$ cat config.mk
export PLATFORM = sky130hd
export DESIGN_NAME = stsel_top
export DESIGN_NICKNAME = d
export VERILOG_FILES = /design/src/rtl/stsel_pkg.sv /design/src/rtl/stsel_cfg.sv /design/src/rtl/stsel_mux.sv /design/src/rtl/stsel_sync.sv /design/src/rtl/stsel_capture.sv /design/src/rtl/stsel_top.sv
export SDC_FILE = /design/constraint.sdc
export NUM_CORES = 1
export LEC_CHECK = 0
export CORE_UTILIZATION = 42
export CTS_BUF_LIST = sky130_fd_sc_hd__clkbuf_8
export CTS_CLUSTER_DIAMETER = 200
export DETAILED_ROUTE_END_ITERATION = 8
export PLACE_DENSITY_LB_ADDON = 0.25
export SYNTH_ARGS = -nofsm -noshare
export SYNTH_HDL_FRONTEND = slang
export SYNTH_SLANG_ARGS = --single-unit
$ cat constraint.sdc
create_clock -name clk -period 4.4 [get_ports clk]
set_input_delay 0.44 -clock clk [delete_from_list [all_inputs] [get_ports clk]]
set_output_delay 0.44 -clock clk [all_outputs]
set_load 0.03 [all_outputs]
$ cat src/rtl/stsel_pkg.sv
package stsel_pkg;
   localparam int unsigned SEL_W    = 5;
   localparam int unsigned SEL_LOW  = (1 << SEL_W) - 1;

   typedef struct packed {
      logic [SEL_W-1:0] sel;
      logic             sync_en;
      logic             irq_en;
   } stsel_cfg_t;

   localparam stsel_cfg_t CFG_RESET = '{sel: SEL_W'(SEL_LOW), sync_en: 1'b0, irq_en: 1'b0};
endpackage

$ cat src/rtl/stsel_cfg.sv
module stsel_cfg
   import stsel_pkg::*;
(
   input  logic             clk,
   input  logic             rst_n,
   input  logic             wr,
   input  logic [SEL_W-1:0] sel_in,
   input  logic             sync_in,
   input  logic             irq_in,
   output logic [SEL_W-1:0] sel_o,
   output logic             bypass_o,
   output logic             irq_en_o
);
   stsel_cfg_t cfg_q;

   always_ff @(posedge clk or negedge rst_n) begin
      if (!rst_n) begin
         cfg_q <= CFG_RESET;
      end else if (wr) begin
         cfg_q <= '{sel: sel_in, sync_en: sync_in, irq_en: irq_in};
      end
   end

   assign sel_o    = cfg_q.sel;
   assign irq_en_o = cfg_q.irq_en;
   // the software strobe source is never allowed around the synchronizer
   assign bypass_o = ~(cfg_q.sync_en | (cfg_q.sel == '0));


   cfg_hold_chk: assert property (@(posedge clk) disable iff (!rst_n)
      !wr |=> $stable(cfg_q));
endmodule

$ cat src/rtl/stsel_mux.sv
module stsel_mux
   import stsel_pkg::*;
#(
   parameter int unsigned NUM_EXT = 10,
   parameter int unsigned NUM_BUS = 7
) (
   input  logic               clk,
   input  logic               rst_n,
   input  logic [SEL_W-1:0]   sel,
   input  logic               sw_pulse,
   input  logic [NUM_EXT-1:0] ext_pin,
   input  logic [NUM_BUS-1:0] bus_trig,
   input  logic               gp_cnt_out,
   output logic               trig_o
);
   localparam int unsigned NUM_SRC = NUM_EXT + NUM_BUS + 2;

   if (NUM_EXT < 1 || NUM_BUS < 1) begin : g_bad_count
      $error("stsel_mux: each source group needs at least one line");
   end
   if (NUM_SRC > SEL_LOW) begin : g_bad_space
      $error("stsel_mux: sources collide with the forced-low code");
   end

   logic [NUM_SRC-1:0] src_vec;
   logic [NUM_SRC-1:0] hit;

   assign src_vec = {gp_cnt_out, bus_trig, ext_pin, sw_pulse};

   for (genvar gi = 0; gi < NUM_SRC; gi++) begin : g_dec
      assign hit[gi] = (sel == SEL_W'(gi)) & src_vec[gi];
   end

   assign trig_o = |hit;


   unused_code_low_chk: assert property (@(posedge clk) disable iff (!rst_n)
      (32'(sel) >= NUM_SRC) |-> !trig_o);
endmodule

$ cat src/rtl/stsel_sync.sv
module stsel_sync #(
   parameter int unsigned STAGES = 2
) (
   input  logic clk,
   input  logic rst_n,
   input  logic din,
   input  logic bypass,
   output logic lvl_o,
   output logic edge_o
);
   if (STAGES < 2) begin : g_bad_stages
      $error("stsel_sync: at least two synchronizer stages are required");
   end

   logic [STAGES-1:0] chain;
   logic              sync_prev;
   logic              raw_prev;
   logic              sync_edge;

   always_ff @(posedge clk or negedge rst_n) begin
      if (!rst_n) begin
         chain     <= '0;
         sync_prev <= 1'b0;
         raw_prev  <= 1'b0;
      end else begin
         chain     <= {chain[STAGES-2:0], din};
         sync_prev <= chain[STAGES-1];
         raw_prev  <= din;
      end
   end

   assign sync_edge = chain[STAGES-1] & ~sync_prev;
   assign lvl_o     = bypass ? din : chain[STAGES-1];
   assign edge_o    = bypass ? (din & ~raw_prev) : sync_edge;


   sync_pulse_single_chk: assert property (@(posedge clk) disable iff (!rst_n)
      sync_edge |=> !sync_edge);
endmodule

$ cat src/rtl/stsel_capture.sv
module stsel_capture (
   input  logic clk,
   input  logic rst_n,
   input  logic trig_edge,
   input  logic armed,
   input  logic waiting,
   input  logic ack,
   input  logic irq_en,
   output logic valid_o,
   output logic status_o,
   output logic irq_o
);
   logic status_q;

   assign valid_o = trig_edge & armed & waiting;

   always_ff @(posedge clk or negedge rst_n) begin
      if (!rst_n) begin
         status_q <= 1'b0;
      end else if (valid_o) begin
         status_q <= 1'b1;
      end else if (ack) begin
         status_q <= 1'b0;
      end
   end

   assign status_o = status_q;
   assign irq_o    = status_q & irq_en;


   status_set_chk: assert property (@(posedge clk) disable iff (!rst_n)
      valid_o |=> status_q);

   status_ack_chk: assert property (@(posedge clk) disable iff (!rst_n)
      (ack && !valid_o) |=> !status_q);

   status_sticky_chk: assert property (@(posedge clk) disable iff (!rst_n)
      (!ack && !valid_o) |=> $stable(status_q));
endmodule

$ cat src/rtl/stsel_top.sv
module stsel_top
   import stsel_pkg::*;
#(
   parameter int unsigned NUM_EXT     = 10,
   parameter int unsigned NUM_BUS     = 7,
   parameter int unsigned SYNC_STAGES = 2
) (
   input  logic               clk,
   input  logic               rst_n,
   input  logic               sw_pulse,
   input  logic [NUM_EXT-1:0] ext_pin,
   input  logic [NUM_BUS-1:0] bus_trig,
   input  logic               gp_cnt_out,
   input  logic               cfg_wr,
   input  logic [SEL_W-1:0]   cfg_sel,
   input  logic               cfg_sync_en,
   input  logic               cfg_irq_en,
   input  logic               ack,
   input  logic               cnt_armed,
   input  logic               cnt_waiting,
   output logic               trig_sel,
   output logic               trig_valid,
   output logic               status,
   output logic               irq
);
   logic [SEL_W-1:0] sel_q;
   logic             bypass;
   logic             irq_en_q;
   logic             mux_out;
   logic             trig_edge;

   stsel_cfg u_cfg (
      .clk      (clk),
      .rst_n    (rst_n),
      .wr       (cfg_wr),
      .sel_in   (cfg_sel),
      .sync_in  (cfg_sync_en),
      .irq_in   (cfg_irq_en),
      .sel_o    (sel_q),
      .bypass_o (bypass),
      .irq_en_o (irq_en_q)
   );

   stsel_mux #(.NUM_EXT(NUM_EXT), .NUM_BUS(NUM_BUS)) u_mux (
      .clk        (clk),
      .rst_n      (rst_n),
      .sel        (sel_q),
      .sw_pulse   (sw_pulse),
      .ext_pin    (ext_pin),
      .bus_trig   (bus_trig),
      .gp_cnt_out (gp_cnt_out),
      .trig_o     (mux_out)
   );

   stsel_sync #(.STAGES(SYNC_STAGES)) u_sync (
      .clk    (clk),
      .rst_n  (rst_n),
      .din    (mux_out),
      .bypass (bypass),
      .lvl_o  (trig_sel),
      .edge_o (trig_edge)
   );

   stsel_capture u_cap (
      .clk       (clk),
      .rst_n     (rst_n),
      .trig_edge (trig_edge),
      .armed     (cnt_armed),
      .waiting   (cnt_waiting),
      .ack       (ack),
      .irq_en    (irq_en_q),
      .valid_o   (trig_valid),
      .status_o  (status),
      .irq_o     (irq)
   );


   valid_needs_wait_chk: assert property (@(posedge clk) disable iff (!rst_n)
      trig_valid |-> (cnt_armed && cnt_waiting));

   code0_synced_chk: assert property (@(posedge clk) disable iff (!rst_n)
      (sel_q == '0) |-> !bypass);
endmodule

==> flow_summary_export.csv, run 1 <==
group,metric,value,unit
status,status,"finished, final reports clean",
pwr,p_leak,0.0004204,uW
critical_path,startpoint_type,"register",
routing,drt-total-wl,1361,um
synthesis,synthDistinctLibCells,26,
critical_path,worstPathArrival,2.65,ns
synthesis,synthCells,52,
timing,timing_hold_violations_final,0,
die,fp.dieH,41.59,um
timing,post-route-period-util,0.7029,
critical_path,cp.depth,6,
synthesis,ys_seq_area_frac,0.4278,
critical_path,crit_end,"trig_sel",
job,drv_cap,0,
global_route,overflow,0,
critical_path,r2r-end,"u_cap.status_o",
pwr,total_power,321.6,uW
synthesis,synth.avg_cell_area,12.66,sq um
clock_network,clkTransAtPathRegs,0.05,ns
timing,setup_viol,0,
die,die_area,1729,sq um
critical_path,cp_slowest_cell,"dfstp_2",
placement,numPortBuffers,35,
cells_and_area,final_area,1047,sq um
routing,viasPerCell,5.340,
critical_path,r2r_slack,2.53,ns
routing,wire_per_inst,13.21,um
worst_hold_path,hold_path_class,"reg -> reg",
die,core_area,1383,sq um
placement,dp_cells,99,
cells_and_area,fillCellCount,104,
routing,drtPass1Iterations,3,
routing,vias,550,
critical_path,timing.rr.start,"u_cfg.sel_o[0]",
synthesis,synth_nets,84,
timing,fmax,323.3,MHz
clock_network,clk_latency,0.23,ns
clock_network,cts_sinks,11,
clock_network,holdBufCountCts,0,
critical_path,rr_worst_depth,5,
die,ios,36,
clock_network,h-tree-depth,1,
pwr,vdd_drop_max,0.2203,mV
cells_and_area,drive_above_1_share,0.2273,
critical_path,critical_path.top_delay_family,"multiplexers",
critical_path,critPathRequiredTime,3.96,ns
timing,fin_crit,3.093,ns
critical_path,crit_buf_inv,1,
cells_and_area,num-nets-final,121,
clock_network,clock_path_buffers,2,
global_route,grt_pass1_vias,591,
timing,worst_slew_margin_rel,0.6813,
critical_path,end_kind,"output pin",
cells_and_area,area_growth,59.12,%
die,die_x,41.59,um
critical_path,critPathLaunch,"u_cfg.sel_o[0]",
clock_network,cts_tree,"built",
critical_path,path_class,"reg -> out",
timing,drv_slew,0,
routing,drc_errors,0,
global_route,grt_pass1_wl,2415,um
global_route,antenna_found_initial,0,
pwr,power_density,307.1,nW/um^2
global_route,grt_max_degree,12,
routing,drtAntennaViolNets,0,
critical_path,path_cells,"mux4_2, nand2b_1, nand4b_1, o211ai_2, mux2_4, clkdlybuf4s50_1",
clock_network,cts_buffers,3,
cells_and_area,n_antenna_cell,0,
critical_path,slowest_delay,0.65,ns
timing,worstMarginPinSlew,0.4766,ns
timing,skew,0.004850,ns
worst_hold_path,min_from,"u_sync.chain[0]",
routing,dr.first_iter.drc_count,3,
critical_path,cp_max_fo,9,
placement,gp_congestion,0.7084,
synthesis,synth_area,658.1,sq um
placement,hpwl,1107,um
global_route,grtUsageTotal,0.1838,
cells_and_area,fin_cells,103,
die,start_util,0.4760,
clock_network,post-cts-setup-buffer-count,0,
placement,placedInstanceArea,1001,sq um
die,rows,13,
synthesis,synth_seq_cells,11,
timing,fin_tns_setup,0,ns
clock_network,cts_resized,0,
synthesis,yosysWarnings,0,
clock_network,cts-root-buf,"clkbuf_8",
timing,rsz0062_at_grt,"false",
worst min-delay path by stage:
stage	slack (ns)	depth (start not counted)	to
5_1_grt	0.41	0	u_sync.chain[1]
3_5_place_dp	0.38	0	u_sync.chain[1]
6_report	0.39	0	u_sync.chain[1]
4_1_cts	0.39	0	u_sync.chain[1]
3_3_place_gp	0.38	0	u_sync.chain[1]
2_1_floorplan	0.14	0	u_cap.status_o
metal layers:
metal,part of all wire,track usage
met2,0.49,0.2906
met5,0,0
met4,0.029,0.1161
met3,0.043,0.04348
met1,0.44,0.2238
where the power goes:
| part | switching, uW | internal, uW |
|---|---|---|
| combinational | 31.6 | 59.2 |
| sequential | 14.0 | 118 |
| clock | 36.6 | 62.1 |
registers in the layout (all words and copies together) (netlist names):
signal and count:
u_cap.status_o 1, u_sync.sync_prev 1, u_cfg.irq_en_o 1, u_sync.chain 2
u_cfg.cfg_q 1, u_cfg.sel_o 5
metrics by stage:
step | util | worst slack (ns) | hold WS [ns]
final | 0.7575 | 1.307 | 0.3906
after floorplan | - | 2.179 | 0.1444
after global placement | 0.7240 | 1.445 | 0.3779
after global routing | 0.7575 | 1.176 | 0.4094
after detailed placement | 0.7240 | 1.425 | 0.3831
after CTS | 0.7575 | 1.292 | 0.3949
Yosys cell counts:
cell,n,area [sq um]
buf_6,2,22.52
a2bb2oi_1,1,8.760
nand2b_1,3,18.77
mux2i_1,3,30.03
o21ba_2,1,10.01
o21ai_0,1,5.000
mux4_1,2,52.55
o211ai_2,1,12.51
nor3_1,1,5.000
nand4b_1,1,8.760
mux2_4,1,15.01
and2_1,1,6.260
dfstp_2,5,131.4
nand3b_1,1,7.510
o211ai_1,2,15.01
nand2_1,1,3.750
and2b_1,1,7.510
mux4_2,1,22.52
a22oi_1,1,7.510
nand3_1,1,5.000
nor2b_1,1,6.260
dfrtp_1,6,150.1
a21oi_1,1,5.000
nor2_1,5,18.77
clkbuf_1,1,3.750
mux2_2,7,78.83
cells by family after synthesis:
family          after synthesis  share of synthesized area
mux                          14                     0.3023
simple gates                 16                     0.1331
compound gates                8                    0.09694
flops                        11                     0.4278
buf+inv                       3                    0.03992
final cells by class:
class	count	area, sq um	area share
Clock buffer	3	41.29	0.03943
Clock inverter	1	5.005	0.004779
Multi-Input combinational cell	38	350.3	0.3345
Sequential cell	11	281.5	0.2688
Tap cell	15	18.77	0.01792
Timing Repair Buffer	35	350.3	0.3345
placed cells by master, fill, tap and decap left out, types with 2 or more instances in the layout:
cell	instances
clkbuf_8	3
clkdlybuf4s50_1	35
dfrtp_1	6
dfstp_2	5
mux2_2	7
mux2i_1	3
mux4_1	2
nand2b_1	3
nor2_1	5
o211ai_1	2
No activity file was read; power rests on OpenSTA's default activity.
==> run 2: changes to the inputs <==
Settings changed: CORE_UTILIZATION 42 to 39.
Clock period 4.4 ns to 3.05 ns, I/O delays scaled along.
==> run 2 against run 1 <==
Effect of this change:
- critical path depth unchanged
- critical path type unchanged
- hold slack got worse by 0.016 ns
- via count decreased by 1.8%
- clock skew decreased by 0.0021 ns
- routed wire length decreased by 5.7%
- flip-flop and latch count unchanged
- worst setup slack got worse by 1.2 ns
- sequential power increased by 44%
- sequential share of layout area decreased by 0.096 points
- register-to-register slack got worse by 1.3 ns
- highest routed layer is now met3
==> flow_summary_export.csv, run 2 (same netlist as run 1, synthesis figures left out) <==
group,metric,value,unit
status,status,"finished, final reports clean",
routing,viasPerCell,5.192,
die,ios,36,
clock_network,clkTransAtPathRegs,0.05,ns
critical_path,cp_slowest_cell,"dfstp_2",
die,die_area,1856,sq um
critical_path,critical_path.top_delay_family,"flip-flops",
global_route,grt_max_degree,12,
cells_and_area,fillCellCount,121,
global_route,grtUsageTotal,0.1561,
global_route,antenna_found_initial,0,
critical_path,critPathRequiredTime,2.74,ns
clock_network,clk_latency,0.24,ns
cells_and_area,fin_cells,104,
cells_and_area,n_antenna_cell,0,
pwr,p_leak,0.0004332,uW
placement,hpwl,1032,um
die,fp.dieH,43.08,um
critical_path,crit_buf_inv,1,
critical_path,worstPathArrival,2.62,ns
placement,dp_cells,100,
global_route,grt_pass1_wl,2111,um
clock_network,holdBufCountCts,0,
die,core_area,1541,sq um
critical_path,cp_max_fo,9,
cells_and_area,final_common_cell,"clkdlybuf4s50_1",
timing,rsz0062_at_grt,"false",
clock_network,h-tree-depth,1,
pwr,vdd_drop_max,0.2847,mV
clock_network,post-cts-setup-buffer-count,0,
critical_path,end_kind,"output pin",
pwr,power_density,439.3,nW/um^2
worst_hold_path,hold_path_class,"reg -> reg",
timing,timing_hold_violations_final,0,
routing,drtPass1Iterations,4,
pwr,p_sw_frac,0.2529,
cells_and_area,largest_reg_flops,5,
routing,vias,540,
timing,fin_tns_setup,0,ns
critical_path,path_cells,"mux4_2, nand2b_1, nand4b_1, o211ai_2, o21ba_2, clkdlybuf4s50_1",
timing,post-route-period-util,0.9597,
global_route,overflow,0,
timing,fmax,341.6,MHz
clock_network,cts_sinks,11,
clock_network,cts-root-buf,"clkbuf_8",
timing,skew,0.002754,ns
placement,dp_slack,0.3298,ns
die,die_x,43.08,um
cells_and_area,utilization,0.6818,
routing,wire_per_inst,12.34,um
clock_network,cts_tree,"built",
critical_path,startpoint_type,"register",
routing,drtAntennaViolNets,0,
cells_and_area,num-nets-final,121,
job,drv_cap,0,
pwr,p_int,344.9,uW
timing,worst_slew_margin_rel,0.6736,
critical_path,slowest_delay,0.66,ns
routing,drc_errors,0,
timing,fin_crit,2.927,ns
critical_path,path_class,"reg -> out",
cells_and_area,seq_area,281.5,sq um
pwr,power_frac_seq,0.412,
cells_and_area,area_growth,59.70,%
pwr,combinationalPowerShare,0.281,
clock_network,cts_buffers,3,
global_route,grt_pass1_vias,485,
cells_and_area,multi_input_area,350.3,sq um
routing,dr.first_iter.drc_count,5,
routing,drt-total-wl,1283,um
timing,worstMarginPinSlew,0.4881,ns
pwr,power_frac_clock,0.308,
timing,setup_viol,0,
placement,gp_congestion,0.7510,
placement,numPortBuffers,35,
cells_and_area,layout_common_cells,"34 x clkdlybuf4s50_1, 7 x mux2_2, 6 x dfrtp_1",
die,rows,14,
timing,drv_slew,0,
clock_network,clock_path_buffers,2,
cells_and_area,drive_above_1_share,0.2273,
pwr,p_sw,116.8,uW
die,start_util,0.4269,
timing,fin_ws,0.1230,ns
[run 2: cell count changes in the layout (fill, tap and decap cells not counted)]
cell	delta
dlymetal6s2s_1	+1
clkdlybuf4s50_1	-1
[run 2: metal layers]
layer | routed length, um | global-route usage | part of all wire | up-vias
met4 | 0 | 0.05455 | 0 | 0
met5 | 0 | 0 | 0 | -
met1 | 550 | 0.1924 | 0.43 | 254
met2 | 645 | 0.2448 | 0.50 | 19
met3 | 88 | 0.06383 | 0.069 | 0
li1 | - | - | - | 267
[run 2: per-stage QoR]
step	hold slack (ns)	total power (uW)	instance area, sq um
3_3_place_gp	0.3649	320.0	1002
4_1_cts	0.3756	469.1	1049
2_1_floorplan	0.009409	264.0	658.1
5_1_grt	0.3778	486.0	1051
6_report	0.3744	461.7	1051
3_5_place_dp	0.3650	323.2	1002
[run 2: final timing paths]
| check | cells past startpoint | endpoint | from | slack [ns] |
|---|---|---|---|---|
| hold / removal | 0 | u_sync.chain[1] | u_sync.chain[0] | 0.37 |
| min in group asynchronous | 1 | u_cfg.cfg_q[1] | rst_n | 0.40 |
| max in group asynchronous | 1 | u_cfg.sel_o[1] | rst_n | 2.30 |
| hold reg to reg | 0 | u_sync.chain[1] | u_sync.chain[0] | 0.37 |
| setup / recovery | 6 | trig_valid | u_cfg.sel_o[0] | 0.12 |
| setup reg to reg | 5 | u_cap.status_o | u_cfg.sel_o[0] | 1.18 |
[run 2: area by class of cell]
class,instances,share of cell area
clock inverters,1,0.004762
flip-flops and latches,11,0.2679
multi-input cells,38,0.3333
well taps,16,0.01905
repair buffers,35,0.3357
clock buffers,3,0.03929
[run 2: power groups by stage]
stage / clock network (uW) / registers, uW / logic, uW
finish: 142 / 190 / 130
global route: 154 / 193 / 139
detailed placement: 0 / 192 / 131
CTS: 148 / 190 / 132
floorplan: 0 / 184 / 80.4
global placement: 0 / 192 / 128
[run 2: what timing repair did]
action,4_1_cts,5_1_grt
endpoints found under the setup margin,0,1
gates resized for setup,0,1
endpoints found under the hold margin,0,0
